## src/rtl/crc_barrett_pkg.sv

```systemverilog
package crc_barrett_pkg;
  localparam int          CRC32_W    = 32;
  // Generator, including the x^32 term
  localparam logic [32:0] CRC32_POLY = 33'h104C11DB7;
  // floor(x^64 / P(x))
  localparam logic [32:0] CRC32_MU   = 33'h104D101DF;
endpackage

```

## src/rtl/clmul_slice.sv

```systemverilog
// Carry-less (GF(2)) product of a and b, giving only bits [OUT_LO +: OUT_W].
module clmul_slice #(
  parameter int A_W    = 32,
  parameter int B_W    = 33,
  parameter int OUT_LO = 0,
  parameter int OUT_W  = 32
) (
  input  logic [A_W-1:0]   a,
  input  logic [B_W-1:0]   b,
  output logic [OUT_W-1:0] p
);
  genvar j;
  generate
    for (j = 0; j < OUT_W; j++) begin : g_bit
      localparam int K = OUT_LO + j;
      always_comb begin
        logic acc;
        acc = 1'b0;
        for (int i = 0; i < A_W; i++) begin
          if ((K - i) >= 0 && (K - i) < B_W)
            acc = acc ^ (a[i] & b[K - i]);
        end
        p[j] = acc;
      end
    end
  endgenerate
endmodule

```

## src/rtl/barrett_quot_stage.sv

```systemverilog
// Stage 1: quotient estimate = upper half of clmul(R_hi, mu).
module barrett_quot_stage #(
  parameter int               CRC_W = 32,
  parameter logic [CRC_W:0]   MU    = 33'h104D101DF,
  localparam int              IN_W  = 2 * CRC_W
) (
  input  logic             clk,
  input  logic             rst,
  input  logic             in_vld,
  input  logic [IN_W-1:0]  in_rem,
  output logic             q_vld,
  output logic [CRC_W-1:0] q_val,
  output logic [CRC_W-1:0] q_rlo
);
  logic [CRC_W-1:0] quot_c;

  clmul_slice #(
    .A_W(CRC_W), .B_W(CRC_W + 1), .OUT_LO(CRC_W), .OUT_W(CRC_W)
  ) u_mul_mu (
    .a(in_rem[IN_W-1:CRC_W]),
    .b(MU),
    .p(quot_c)
  );

  always_ff @(posedge clk) begin
    if (rst) begin
      q_vld <= 1'b0;
      q_val <= '0;
      q_rlo <= '0;
    end else begin
      q_vld <= in_vld;
      if (in_vld) begin
        q_val <= quot_c;
        q_rlo <= in_rem[CRC_W-1:0];
      end
    end
  end


  stage1_vld_chk: assert property (@(posedge clk) disable iff (rst)
    in_vld |=> q_vld);
endmodule

```

## src/rtl/barrett_fold_stage.sv

```systemverilog
// Stage 2: remainder = R_lo XOR low half of clmul(quotient, P).
module barrett_fold_stage #(
  parameter int             CRC_W = 32,
  parameter logic [CRC_W:0] POLY  = 33'h104C11DB7
) (
  input  logic             clk,
  input  logic             rst,
  input  logic             q_vld,
  input  logic [CRC_W-1:0] q_val,
  input  logic [CRC_W-1:0] q_rlo,
  output logic             o_vld,
  output logic [CRC_W-1:0] o_crc
);
  logic [CRC_W-1:0] t2_lo;

  clmul_slice #(
    .A_W(CRC_W), .B_W(CRC_W + 1), .OUT_LO(0), .OUT_W(CRC_W)
  ) u_mul_poly (
    .a(q_val),
    .b(POLY),
    .p(t2_lo)
  );

  always_ff @(posedge clk) begin
    if (rst) begin
      o_vld <= 1'b0;
      o_crc <= '0;
    end else begin
      o_vld <= q_vld;
      if (q_vld) o_crc <= q_rlo ^ t2_lo;
    end
  end


  hold_when_idle_chk: assert property (@(posedge clk) disable iff (rst)
    !q_vld |=> ($stable(o_crc) && !o_vld));
endmodule

```

## src/rtl/crc32_barrett_reduce.sv

```systemverilog
module crc32_barrett_reduce
  import crc_barrett_pkg::*;
#(
  parameter int             CRC_W = CRC32_W,
  parameter logic [CRC_W:0] POLY  = CRC32_POLY,
  parameter logic [CRC_W:0] MU    = CRC32_MU,
  localparam int            IN_W  = 2 * CRC_W
) (
  input  logic             clk,
  input  logic             rst,
  input  logic             rem_vld,
  input  logic [IN_W-1:0]  rem_data,
  output logic             res_vld,
  output logic [CRC_W-1:0] res_crc
);
  logic             s1_vld;
  logic [CRC_W-1:0] s1_quot;
  logic [CRC_W-1:0] s1_rlo;

  barrett_quot_stage #(.CRC_W(CRC_W), .MU(MU)) u_quot (
    .clk(clk), .rst(rst),
    .in_vld(rem_vld), .in_rem(rem_data),
    .q_vld(s1_vld), .q_val(s1_quot), .q_rlo(s1_rlo)
  );

  barrett_fold_stage #(.CRC_W(CRC_W), .POLY(POLY)) u_fold (
    .clk(clk), .rst(rst),
    .q_vld(s1_vld), .q_val(s1_quot), .q_rlo(s1_rlo),
    .o_vld(res_vld), .o_crc(res_crc)
  );


  res_vld_origin_chk: assert property (@(posedge clk) disable iff (rst)
    res_vld |-> $past(rem_vld, 2));


  zero_in_zero_out_chk: assert property (@(posedge clk) disable iff (rst)
    (res_vld && $past(rem_data, 2) == '0) |-> res_crc == '0);


  low_word_passthru_chk: assert property (@(posedge clk) disable iff (rst)
    (res_vld && $past(rem_data[IN_W-1:CRC_W], 2) == '0)
      |-> res_crc == $past(rem_data[CRC_W-1:0], 2));
endmodule

```

## config.mk

```make
export PLATFORM = sky130hd
export DESIGN_NAME = crc32_barrett_reduce
export DESIGN_NICKNAME = d
export VERILOG_FILES = /design/src/rtl/crc_barrett_pkg.sv /design/src/rtl/clmul_slice.sv /design/src/rtl/barrett_quot_stage.sv /design/src/rtl/barrett_fold_stage.sv /design/src/rtl/crc32_barrett_reduce.sv
export SDC_FILE = /design/constraint.sdc
export NUM_CORES = 1
export LEC_CHECK = 0
export ABC_AREA = 1
export BUFFER_PORTS_ARGS = -buffer_cell sky130_fd_sc_hd__buf_2
export CAP_MARGIN = 20
export CORE_AREA = 2 2 187 116
export DETAILED_ROUTE_END_ITERATION = 10
export DIE_AREA = 0 0 189 118
export SKIP_LAST_GASP = 1
export SLEW_MARGIN = 30
export SYNTH_ARGS = -nofsm -noshare
export SYNTH_HDL_FRONTEND = slang
export SYNTH_SLANG_ARGS = --single-unit
export TNS_END_PERCENT = 100
```

## constraint.sdc

```tcl
create_clock -name clk -period 2.2 [get_ports clk]
set_clock_uncertainty 0.2 [all_clocks]
set_input_delay 0.44 -clock clk [delete_from_list [all_inputs] [get_ports clk]]
set_output_delay 0.44 -clock clk [all_outputs]
set_load 0.01 [all_outputs]
```

Yosys cells after proc, flatten, opt, wreduce, memory -nomap -nowiden --
Index checks and enable logic that the tools add are counted. Widths: inputs -> output; s select.
Operators by class: add/sub/neg operators 0, multiply operators 0, divide/modulo/power cells 0, order comparisons 0, eq/ne operators 0, shift-type cells 0, muxes and demuxes 0, bitwise logic cells 381, reductions and logical operators 0
Operators by type and width (number):
- $xor 1x1->1 | 380
- $xor 32x32->32 | 1
Word-level totals: register bits 98, latch bits 0, bits in writable memories 0, ROM bits 0, bits of input ports 67, output and inout port bits 33, word-level logic and storage cells 386, memories 0

Logic depth before layout (Yosys ltp) --
depth after elaboration 14, gate-level depth with buffers 14, mapped depth without buffers 13

Cells and area by module --
From an unflattened synthesis, not the netlist that was laid out.
Second synthesis, totals: cells, all modules 3952, area total of the unflattened synthesis 22064.9 µm²
By module, submodules not included:
- clmul_slice at u_quot.u_mul_mu | instances 1, cells an instance 1608, area each 8783.4 µm², seq. area each 0.0 µm²
- clmul_slice at u_fold.u_mul_poly | instances 1, cells an instance 1598, area each 8753.4 µm², seq. area each 0.0 µm²
- barrett_quot_stage | instances 1, cells an instance 410, area each 2653.8 µm², seq. area each 1301.2 µm²
- barrett_fold_stage | instances 1, cells an instance 336, area each 1874.3 µm², seq. area each 660.6 µm²

Worst setup path after synthesis --
OpenSTA, ideal clock, no wires.
kind input -> register, start point input port rem_data[62], end point register u_quot.q_val[0], library setup time 0.109 ns, data arrival time 1.376 ns, required time 1.891 ns, slack 0.515 ns, stages on the path 10, buffers on the path 1, cell sequence buf_4 > xnor2_2 > xor2_1 > inv_1 > nand2_1 > nand2_1 > nand2_1 > nand3_1 > nand2_1 > inv_1
Between the ends: longest elaborated chain between the ends 2
RTL lines:
- from (decl) | RTL line crc32_barrett_reduce.sv:12 | input logic [IN_W-1:0] rem_data,
- $xor 1x1->1 (2 in series) | RTL line clmul_slice.sv:21 | acc = acc ^ (a[i] & b[K - i]);
- to (signal assigned) | RTL line barrett_quot_stage.sv:33 | q_val <= quot_c;
- to (decl) | RTL line barrett_quot_stage.sv:12 | output logic [CRC_W-1:0] q_val,
Every way passes these cells. A chain may end at the register's enable or synchronous reset.

Worst setup path after layout --
start point register u_quot.q_val[2], end point register u_fold.o_crc[13]
Between the ends: longest elaborated chain between the ends 10
RTL lines:
- $xor 1x1->1 (9 in series) | RTL line clmul_slice.sv:21
- $xor 32x32->32 | RTL line barrett_fold_stage.sv:30 | if (q_vld) o_crc <= q_rlo ^ t2_lo;
- to (signal assigned) | RTL line barrett_fold_stage.sv:30
- to (decl) | RTL line barrett_fold_stage.sv:12 | output logic [CRC_W-1:0] o_crc
Every way passes these cells.

==> results.txt <==
post-CTS sizing: 0
clock tree buffer depth: 2
routability cong.: 0.946
Pleak: 0.00502 µW
Core ar.: 0.0206 mm²
fin. max-slew vios: 0
Die Span Y: 118 µm
TritonCTS clock tree: yes
worst endpoint required time: 2.28 ns
fin cells: 1,673
Net Sw Power: 2900 µW
pre-CTS setup slack: 0.177 ns
via/cell ratio: 4.74
Post-Route WL: 25,500 µm
input/output buffers: 99
Inserted Diodes: 0
worst skew pair latency: 0.37 ns
fmax: 491 MHz
Root Buffer Master: clkbuf_16
Final min period: 2.04 ns
clock sink total: 98
Remaining Overflow, GRT: 0
crit end category: flip-flop
Syn. warnings: 0
antenna-violating nets left: 0
Chip Width: 189 µm
area grow syn2layout: 14.4%
maximum vdd drop: 0.462 mV
# H-tree levels: 3
Pre-antenna DRT Iters: 5
hold buffers post-CTS: 0
Worst-Margin Slew: 0.545 ns
TritonCTS buffer count: 9
synthesized instance count: 1,297
number of placed instances with taps included: 1,657
post-CTS setup buffers: 0
clock slew seen by the registers of the worst setup and hold paths: 0.08 ns
final worst slack: 0.163 ns
crit start category: flip-flop
vias in the first global route: 7,289
number of cell rows: 41
r2r startpoint: u_quot.q_val[2]$_SDFFE_PP0P_
register-to-register setup slack: 0.16 ns
Crit Reg-Reg Endpoint: u_fold.o_crc[13]$_SDFFE_PP0P_
via count: 7,926
R2R depth: 10
Final Hold Fails: 0
critical path type: flip-flop to flip-flop
CP arrival: 2.11 ns
largest net degree at the start of global routing: 64
flop and latch count out of synthesis: 98
status: finished clean
post-synth top area cell: dfxtp_1
HPWL after DPL: 20,400 µm
total power: 6960 µW
end point of the critical path: u_fold.o_crc[13]$_SDFFE_PP0P_
Initial DRC Count: 626
first-pass GRT wire length: 40,400 µm
RSZ-0062 raised after global routing: false
share of post-route cells with drive strength above 1: 14.4%
Worst Hold Class: primary input to flip-flop
Power Dens Cells: 753 mW/mm²
DR DRC count: 0
Yosys cell types: 32
initial antenna violation count: 0
ranking of synthesized cells by area: dfxtp_1 24%, nand2_1 19%, xnor2_1 11%
Comb pwr share: 45.7%
setup_tns: 0 ns
Reg power frac: 30.6%
Synth top area share: 24.3%
Clock Power Share: 23.7%
Syn Nets: 1,364
Ports: 100
Initial Util: 39.3%
# fillers: 2,187
period utilisation layout: 92.6%
total track usage: 23.6%
mapped cell area: 0.00808 mm²
P_int: 4060 µW
slew margin rel.: 63.7%
DIE AREA: 0.0223 mm²
sw frac: 41.6%
Avg Cell Area, Syn: 6.23 µm²
Nets: 1,456
crit path from: u_quot.q_val[2]$_SDFFE_PP0P_
Core Util, Final: 45.0%
sequential area share after synthesis: 24.3%
Avg WL per Cell: 15.2 µm
# Max-Cap Violations: 0
Max FO, Critical Path: 7
Final setup viols: 0
-- worst min path at each step --
stage / startpoint / end / slack (ns) / cells past startpoint
after floorplan: u_quot.q_rlo[13]$_SDFFE_PP0P_ / u_quot.q_rlo[13]$_SDFFE_PP0P_ / 0.25 / 2
after global placement: u_quot.q_rlo[13]$_SDFFE_PP0P_ / u_quot.q_rlo[13]$_SDFFE_PP0P_ / 0.26 / 2
after detailed placement: u_quot.q_rlo[13]$_SDFFE_PP0P_ / u_quot.q_rlo[13]$_SDFFE_PP0P_ / 0.27 / 2
after CTS: rem_data[0] / u_quot.q_rlo[0]$_SDFFE_PP0P_ / 0.08 / 3
after global routing: rem_data[0] / u_quot.q_rlo[0]$_SDFFE_PP0P_ / 0.08 / 3
final: rem_data[0] / u_quot.q_rlo[0]$_SDFFE_PP0P_ / 0.08 / 3
-- per-stage QoR --
step,hold WS [ns],area (µm²)
global placement,0.265,8950
finish,0.0835,9250
detailed placement,0.266,8950
global route,0.0802,9250
CTS,0.0763,9250
floorplan,0.248,8080
-- power groups by stage --
stage | Sequential (µW) | Combinational (µW) | Clock [µW]
global placement | 2170 | 3100 | 0
CTS | 2130 | 3150 | 1680
detailed placement | 2170 | 3130 | 0
finish | 2130 | 3180 | 1650
floorplan | 2080 | 2380 | 0
global route | 2150 | 3580 | 1750
-- cells by family (layout without fill, tap and decap cells) --
kind of cell,after synthesis,after routing,share of synthesized area [%]
AND/OR/NAND/NOR,660,660,33.5
buffers and inverters,229,326,12.6
XOR/XNOR,199,199,22.3
AO/OA/AOI/OAI,111,111,7.26
flip-flops,98,98,24.3
-- synthesized netlist by cell type (all sizes together) --
library cell / n
buf: 43
nand2b: 2
inv: 162
o211ai: 5
o21ai: 65
nand4: 4
a31oi: 2
nor2: 122
a21o: 2
xnor2: 107
nand3: 93
dfxtp: 98
a21oi: 34
nand3b: 9
o221ai: 3
or2: 13
nand2: 417
clkbuf: 24
xor2: 92
-- sequential cells by signal, indices dropped and copies added (netlist names) --
signal	flops
u_quot.q_vld	1
u_fold.o_vld	1
u_fold.o_crc	32
u_quot.q_rlo	32
u_quot.q_val	32
-- per-layer routing --
layer	up-vias	wire, µm	global-route usage, %	share of wire [%]
li1	4118	-	-	-
met1	3547	13700	36.9	54
met2	240	9610	31.9	38
met3	21	1860	5.25	7.3
met4	0	331	5.42	1.3
met5	-	0	0	0
-- worst max-delay path, cell delays in order, from the launching register on --
cell and delay, ns:
dfxtp_1 0.50, buf_4 0.22, xnor2_2 0.18, xor2_1 0.43, inv_1 0.08, nand2_1 0.09, nand2_1 0.05, nand2_1 0.05
nand3_1 0.06, nand2_1 0.06, inv_1 0.03
-- final cells by class --
| cell class | count | area, µm² | share of cell area (%) |
|---|---|---|---|
| repair buffers | 148 | 926 | 10.0 |
| flip-flops and latches | 98 | 1960 | 21.2 |
| clock inverters | 6 | 65.1 | 0.704 |
| multi-input cells | 970 | 5100 | 55.2 |
| clock buffers | 10 | 229 | 2.48 |
| inverters | 162 | 611 | 6.60 |
| well taps | 279 | 349 | 3.77 |
-- cell usage in the layout, fill, tap and decap left out, types with 4 or more instances in the layout --
cell type    n
o21ai_1      4
nand2_1    409
xnor2_1    104
a21oi_1     34
nand2_2      5
o211ai_1     5
xor2_1      88
nand4_1      4
or2_2        5
inv_2       15
o21ai_0     61
clkbuf_16    9
or2_1        8
buf_12       5
nand3b_1     9
buf_4       44
inv_1      146
buf_2       99
nor2_1     122
dfxtp_1     96
nand3_1     93
Note: power is estimated with default switching activity, not from simulation.
